<file path="src/rtl/uart_ftx_pkg.sv">
package uart_ftx_pkg;

   // Character length codes (two-bit field).
   localparam logic [1:0] LEN_CODE_7 = 2'b10;
   localparam logic [1:0] LEN_CODE_6 = 2'b11;

   // Parity codes (three-bit field); bit 2 set means no parity bit.
   localparam logic [1:0] PAR_EVEN  = 2'b00;
   localparam logic [1:0] PAR_ODD   = 2'b01;
   localparam logic [1:0] PAR_ZERO  = 2'b10;
   localparam logic [1:0] PAR_ONE   = 2'b11;

   function automatic int unsigned data_bits(input logic [1:0] len);
      case (len)
         LEN_CODE_6: return 6;
         LEN_CODE_7: return 7;
         default:    return 8;
      endcase
   endfunction

endpackage

</file>
<file path="src/rtl/uart_ftx_queue.sv">
module uart_ftx_queue #(
   parameter int DATA_W = 8,
   parameter int QDEPTH = 2
) (
   input  logic              clk,
   input  logic              rst_n,
   input  logic              push,
   input  logic [DATA_W-1:0] push_data,
   input  logic              pop,
   output logic [DATA_W-1:0] head,
   output logic              full,
   output logic              empty
);
   localparam int CNT_W = $clog2(QDEPTH + 1);

   logic [CNT_W-1:0] count_q;

   assign full  = (count_q == CNT_W'(QDEPTH));
   assign empty = (count_q == '0);

   always_ff @(posedge clk or negedge rst_n) begin
      if (!rst_n)
         count_q <= '0;
      else if (push && !pop)
         count_q <= count_q + 1'b1;
      else if (pop && !push)
         count_q <= count_q - 1'b1;
   end

   generate
      if (QDEPTH == 1) begin : g_single
         logic [DATA_W-1:0] slot_q;
         always_ff @(posedge clk or negedge rst_n) begin
            if (!rst_n)
               slot_q <= '0;
            else if (push)
               slot_q <= push_data;
         end
         assign head = slot_q;
      end else begin : g_ring
         localparam int PTR_W = $clog2(QDEPTH);
         logic [DATA_W-1:0] mem_q [QDEPTH];
         logic [PTR_W-1:0]  wr_q, rd_q;

         always_ff @(posedge clk or negedge rst_n) begin
            if (!rst_n) begin
               wr_q <= '0;
               rd_q <= '0;
               for (int i = 0; i < QDEPTH; i++) mem_q[i] <= '0;
            end else begin
               if (push) begin
                  mem_q[wr_q] <= push_data;
                  wr_q <= (wr_q == PTR_W'(QDEPTH - 1)) ? '0 : wr_q + 1'b1;
               end
               if (pop)
                  rd_q <= (rd_q == PTR_W'(QDEPTH - 1)) ? '0 : rd_q + 1'b1;
            end
         end
         assign head = mem_q[rd_q];
      end
   endgenerate

   AST_NO_UNDERFLOW: assert property (@(posedge clk) disable iff (!rst_n)
      pop |-> !empty);
   AST_NO_OVERFLOW: assert property (@(posedge clk) disable iff (!rst_n)
      (full && !pop) |=> !full || $stable(count_q));

endmodule

</file>
<file path="src/rtl/uart_ftx_ctrl.sv">
module uart_ftx_ctrl (
   input  logic clk,
   input  logic rst_n,
   input  logic ctl_en,
   input  logic ctl_dis,
   input  logic ctl_brk_on,
   input  logic ctl_brk_off,
   output logic tx_on,
   output logic brk_act
);
   always_ff @(posedge clk or negedge rst_n) begin
      if (!rst_n) begin
         tx_on   <= 1'b0;
         brk_act <= 1'b0;
      end else begin
         if (ctl_dis)
            tx_on <= 1'b0;
         else if (ctl_en)
            tx_on <= 1'b1;
         if (ctl_brk_off)
            brk_act <= 1'b0;
         else if (ctl_brk_on)
            brk_act <= 1'b1;
      end
   end

   AST_DIS_WINS: assert property (@(posedge clk) disable iff (!rst_n)
      (ctl_en && ctl_dis) |=> !tx_on);
   AST_BRK_OFF_WINS: assert property (@(posedge clk) disable iff (!rst_n)
      ctl_brk_off |=> !brk_act);

endmodule

</file>
<file path="src/rtl/uart_ftx_shift.sv">
module uart_ftx_shift
   import uart_ftx_pkg::*;
#(
   parameter int DATA_W = 8
) (
   input  logic              clk,
   input  logic              rst_n,
   input  logic              bit_tick,
   input  logic              tx_on,
   input  logic              brk_act,
   input  logic              q_empty,
   input  logic [DATA_W-1:0] q_head,
   input  logic [1:0]        fmt_len,
   input  logic [2:0]        fmt_par,
   input  logic [1:0]        fmt_stop,
   output logic              pop,
   output logic              busy,
   output logic              line
);
   // Bits after the start bit: data, parity, two stops at most.
   localparam int BODY_W = DATA_W + 3;
   localparam int CNT_W  = $clog2(BODY_W + 1);

   logic [BODY_W-1:0] body;
   logic [CNT_W-1:0]  body_len;
   logic [BODY_W-1:0] sh_q;
   logic [CNT_W-1:0]  left_q;
   logic              start;

   always_comb begin
      int unsigned nd;
      int unsigned pos;
      logic        par_bit;
      logic        has_par;
      logic [DATA_W-1:0] masked;
      nd      = data_bits(fmt_len);
      masked  = '0;
      body    = '1;
      pos     = 0;
      for (int i = 0; i < DATA_W; i++) begin
         if (i < int'(nd)) begin
            masked[i] = q_head[i];
            body[pos] = q_head[i];
            pos       = pos + 1;
         end
      end
      has_par = !fmt_par[2];
      case (fmt_par[1:0])
         PAR_EVEN: par_bit = ^masked;
         PAR_ODD:  par_bit = ~^masked;
         PAR_ZERO: par_bit = 1'b0;
         default:  par_bit = 1'b1;
      endcase
      if (has_par) begin
         body[pos] = par_bit;
         pos       = pos + 1;
      end
      pos      = pos + ((fmt_stop != 2'b00) ? 2 : 1);
      body_len = CNT_W'(pos);
   end

   assign start = bit_tick && tx_on && !brk_act && !q_empty &&
                  (!busy || left_q == '0);
   assign pop   = start;

   always_ff @(posedge clk or negedge rst_n) begin
      if (!rst_n) begin
         busy   <= 1'b0;
         line   <= 1'b1;
         sh_q   <= '1;
         left_q <= '0;
      end else if (start) begin
         busy   <= 1'b1;
         line   <= 1'b0;
         sh_q   <= body;
         left_q <= body_len;
      end else if (bit_tick && busy) begin
         if (left_q == '0) begin
            busy <= 1'b0;
            line <= 1'b1;
         end else begin
            line   <= sh_q[0];
            sh_q   <= {1'b1, sh_q[BODY_W-1:1]};
            left_q <= left_q - 1'b1;
         end
      end
   end

   AST_START_NEEDS_ON: assert property (@(posedge clk) disable iff (!rst_n)
      $rose(busy) |-> $past(tx_on));
   AST_NO_START_IN_BREAK: assert property (@(posedge clk) disable iff (!rst_n)
      $rose(busy) |-> !$past(brk_act));
   AST_HOLD_MIDBIT: assert property (@(posedge clk) disable iff (!rst_n)
      (busy && !bit_tick) |=> $stable(line));

endmodule

</file>
<file path="src/rtl/uart_frame_tx.sv">
module uart_frame_tx #(
   parameter int DATA_W = 8,
   parameter int QDEPTH = 2
) (
   input  logic              clk,
   input  logic              rst_n,
   input  logic [DATA_W-1:0] in_data,
   input  logic              in_valid,
   output logic              in_ready,
   input  logic [1:0]        fmt_len,
   input  logic [2:0]        fmt_par,
   input  logic [1:0]        fmt_stop,
   input  logic              ctl_en,
   input  logic              ctl_dis,
   input  logic              ctl_brk_on,
   input  logic              ctl_brk_off,
   input  logic              bit_tick,
   output logic              txd,
   output logic              tx_active,
   output logic              tx_empty
);
   generate
      if (DATA_W != 8) begin : g_bad_width
         $error("uart_frame_tx: DATA_W must be 8 to cover all length codes");
      end
      if (QDEPTH < 1) begin : g_bad_depth
         $error("uart_frame_tx: QDEPTH must be at least 1");
      end
   endgenerate

   logic              q_full, q_empty, q_pop;
   logic [DATA_W-1:0] q_head;
   logic              tx_on, brk_act, line;

   assign in_ready = !q_full;
   assign tx_empty = q_empty;

   uart_ftx_queue #(.DATA_W(DATA_W), .QDEPTH(QDEPTH)) queue_i (
      .clk(clk), .rst_n(rst_n),
      .push(in_valid && !q_full), .push_data(in_data),
      .pop(q_pop), .head(q_head), .full(q_full), .empty(q_empty)
   );

   uart_ftx_ctrl ctrl_i (
      .clk(clk), .rst_n(rst_n),
      .ctl_en(ctl_en), .ctl_dis(ctl_dis),
      .ctl_brk_on(ctl_brk_on), .ctl_brk_off(ctl_brk_off),
      .tx_on(tx_on), .brk_act(brk_act)
   );

   uart_ftx_shift #(.DATA_W(DATA_W)) shift_i (
      .clk(clk), .rst_n(rst_n), .bit_tick(bit_tick),
      .tx_on(tx_on), .brk_act(brk_act),
      .q_empty(q_empty), .q_head(q_head),
      .fmt_len(fmt_len), .fmt_par(fmt_par), .fmt_stop(fmt_stop),
      .pop(q_pop), .busy(tx_active), .line(line)
   );

   assign txd = brk_act ? 1'b0 : line;

   AST_IDLE_HIGH: assert property (@(posedge clk) disable iff (!rst_n)
      (!tx_active && !brk_act) |-> txd);
   AST_BREAK_LOW: assert property (@(posedge clk) disable iff (!rst_n)
      (ctl_brk_on && !ctl_brk_off) |=> !txd);

endmodule

</file>
<file path="config.mk">
export PLATFORM = sky130hd
export DESIGN_NAME = uart_frame_tx
export DESIGN_NICKNAME = d
export VERILOG_FILES = /design/src/rtl/uart_ftx_pkg.sv /design/src/rtl/uart_ftx_queue.sv /design/src/rtl/uart_ftx_ctrl.sv /design/src/rtl/uart_ftx_shift.sv /design/src/rtl/uart_frame_tx.sv
export SDC_FILE = /design/constraint.sdc
export NUM_CORES = 1
export LEC_CHECK = 0
export BUFFER_PORTS_ARGS = -buffer_cell sky130_fd_sc_hd__buf_2
export CORE_UTILIZATION = 30
export CTS_BUF_LIST = sky130_fd_sc_hd__clkbuf_4
export CTS_CLUSTER_SIZE = 20
export DETAILED_ROUTE_END_ITERATION = 8
export RECOVER_POWER = 100
export SYNTH_ARGS = -nofsm -noshare
export SYNTH_HDL_FRONTEND = slang
export SYNTH_HIERARCHICAL = 1
export SYNTH_SLANG_ARGS = --single-unit
</file>
<file path="constraint.sdc">
create_clock -name clk -period 2.49 [get_ports clk]
set_clock_uncertainty 0.15 [all_clocks]
set_input_delay 0.1245 -clock clk [delete_from_list [all_inputs] [get_ports clk]]
set_output_delay 0.1245 -clock clk [all_outputs]
set_load 0.02 [all_outputs]
</file>
==> impl_metrics.csv <==
group,metric,value,unit
outcome,status,"finished clean",
sta,maxSlewHeadroom,36.0,%
global_routing,antenna_found_initial,0,
global_routing,first_global_vias,1497,
yosys,synth_top_area_share,32.4,%
final_layout,most-common-layout-cells,"dfrtp_1, buf_2, nand2_1",
yosys,synth_area_leaders,"dfrtp_1, dfstp_2, mux2_2",
setup_path,cp.required,2620,ps
yosys,netlist_instances,177,
worst_hold_path,min_path_type,"in2reg",
final_layout,drive_above_1_share,32.3,%
yosys,yosysTopAreaCell,"dfrtp_1",
setup_path,cp.arrival,2430,ps
die,core_region_area,6760,µm²
final_layout,syn_to_final_growth,20.6,%
die,die_width,85.4,µm
setup_path,cp_max_fo,6,
yosys,synth.distinct_cells,44,
routing,vias,1465,
sta,timing.final.max_slew_violations,0,
routing,drt_iter0_drc,49,
setup_path,start_kind,"register",
routing,ant_nets,0,
power,peakVddDrop,0.453,mV
die,die-area,7290,µm²
worst_hold_path,hold_depth,3,
yosys,avgSynthCellArea,11.8,µm²
routing,routed_wl,4.03,mm
final_layout,antenna_cells,0,
clock_tree,clkTransAtPathRegs,120,ps
power,p_per_area,1210,nW/µm²
clock_tree,clk_latency,350,ps
yosys,synth_seq_cells,39,
clock_tree,cts_tree,"done",
yosys,netlist_area,2090,µm²
clock_tree,htree_levels,2,
die,start_util,30.9,%
routing,drtPass1Iterations,4,
place,place_inst,285,
yosys,synth_ff_type,"dfrtp_1",
place,portBuffers,26,
sta,worst_pin_slew,959,ps
sta,min_period,2300,ps
flow_run,max-cap-violations,0,
sta,setup_tns,0,ps
final_layout,stdcell_count,309,
routing,avgViaCountPerCell,4.74,
sta,hold_viol,0,
sta,fmax,435,MHz
yosys,syn-num-nets,205,
setup_path,worstSetupPathType,"reg2reg",
global_routing,grt_max_degree,40,
yosys,synth.yosys.warnings,6,
worst_hold_path,min_from,"fmt_len[1]",
clock_tree,cts.repair.resized,0,
place,hpwl,2.90,mm
sta,setup_viol,0,
yosys,yosysSeqAreaShare,47.5,%
die,rows,30,
place,gp_congestion,0.773,
clock_tree,cts_hold_buf,16,
final_layout,nNetsFinal,256,
global_routing,grt_usage,12.6,%
die,die_y,85.4,µm
clock_tree,post_cts_buffers,0,
routing,drc,0,
setup_path,worstSetupEndpointType,"register",
clock_tree,cts_buffers,5,
clock_tree,cts.sinks,39,
setup_path,startpoint,"queue_i/g_ring.rd_q",
global_routing,gr-total-overflow,0,
clock_tree,clockRootBuffer,"clkbuf_4",
sta,whs,35.0,ps
sta,post-route-period-util,92.2,%
sta,grt_setup_unrepaired,"false",
routing,wire_per_inst,13.0,µm
yosys,postSynth.asyncResetShare,100,%
final_layout,final_common_cell,"dfrtp_1",
global_routing,grt_pass1_wl,7.16,mm
power,power.leakage,1.10,nW
yosys,synth_edf_count,0,
setup_path,worstRegToRegCells,7,
clock_tree,clk_path_buf_depth,2,
die,io-pin-count,27,
setup_path,r2r-start,"queue_i/g_ring.rd_q",
-- report_power, final --
part | switching [mW] | internal (mW)
Clock | 0.210 | 0.207
Sequential | 0.210 | 0.968
Combinational | 0.676 | 0.771
-- routing by layer --
| layer | wire, µm | global-route usage [%] | vias up |
|---|---|---|---|
| li1 | - | - | 720 |
| met1 | 2050 | 17.4 | 717 |
| met2 | 1790 | 19.2 | 20 |
| met3 | 104 | 2.72 | 8 |
| met4 | 90 | 5.00 | 0 |
| met5 | 0 | 0 | - |
-- logic make-up after synthesis --
logic type                 synth area share (%)
and+or+nand+nor                            13.0
buffers and inverters                      3.60
muxes                                      15.3
adders and majority gates                  3.36
DFF                                        47.5
AOI/OAI and AO/OA                          10.3
xor gates and xnor gates                   6.95
-- state kept, by name, summed over array words and instances, names as in the netlist --
| register | cells |
|---|---|
| queue_i/g_ring.mem_q | 16 |
| shift_i/line | 1 |
| queue_i/g_ring.wr_q | 1 |
| ctrl_i/brk_act | 1 |
| shift_i/sh_q | 11 |
| ctrl_i/tx_on | 1 |
| queue_i/count_q | 2 |
| shift_i/busy | 1 |
| queue_i/g_ring.rd_q | 1 |
| shift_i/left_q | 4 |
-- worst max-delay path: stages (launching register included) --
cell,delay [ps]
dfrtp_1,510
mux2_2,390
xnor2_1,200
xnor3_1,350
xnor2_1,210
nor3_1,80
nor3_2,230
a31oi_1,120
-- layout make-up --
| class | instances | area (µm²) |
|---|---|---|
| clock buffer | 5 | 37.5 |
| clock inverter | 3 | 38.8 |
| fill | 712 | 4240 |
| inverter | 8 | 35.0 |
| multi-input combinational | 125 | 992 |
| sequential | 39 | 991 |
| tap | 80 | 100 |
| timing repair buffer | 49 | 323 |
-- synth_stat cells (3+ instances only) --
cell	instances
ha_1	4
dfstp_2	12
nor2_1	9
mux2_2	16
a22oi_1	6
nor3_1	6
dfrtp_1	27
inv_1	7
mux2_4	8
a21oi_1	4
xnor2_1	7
o21ai_0	4
nand2_1	20
xor2_1	7
nor2b_1	3
-- final timing paths --
check | endpoint | slack [ps]
min in group asynchronous | queue_i/g_ring.mem_q[3] | 310
max in group asynchronous | queue_i/g_ring.mem_q[14] | 1300
hold / removal | shift_i/sh_q[8] | 40
setup / recovery | shift_i/sh_q[7] | 190
hold reg to reg | shift_i/sh_q[3] | 320
setup reg to reg | shift_i/sh_q[7] | 190
-- through the flow --
step	util (%)	setup slack (ps)	power, mW	cell area, µm²
3_3_place_gp	34.5	253	2.69	2330
5_1_grt	37.3	10.8	3.29	2520
6_report	37.3	193	3.04	2520
2_1_floorplan	-	179	2.40	2090
3_5_place_dp	34.5	192	2.72	2330
4_1_cts	38.0	169	3.17	2570
(Power assumes the default switching activity.)
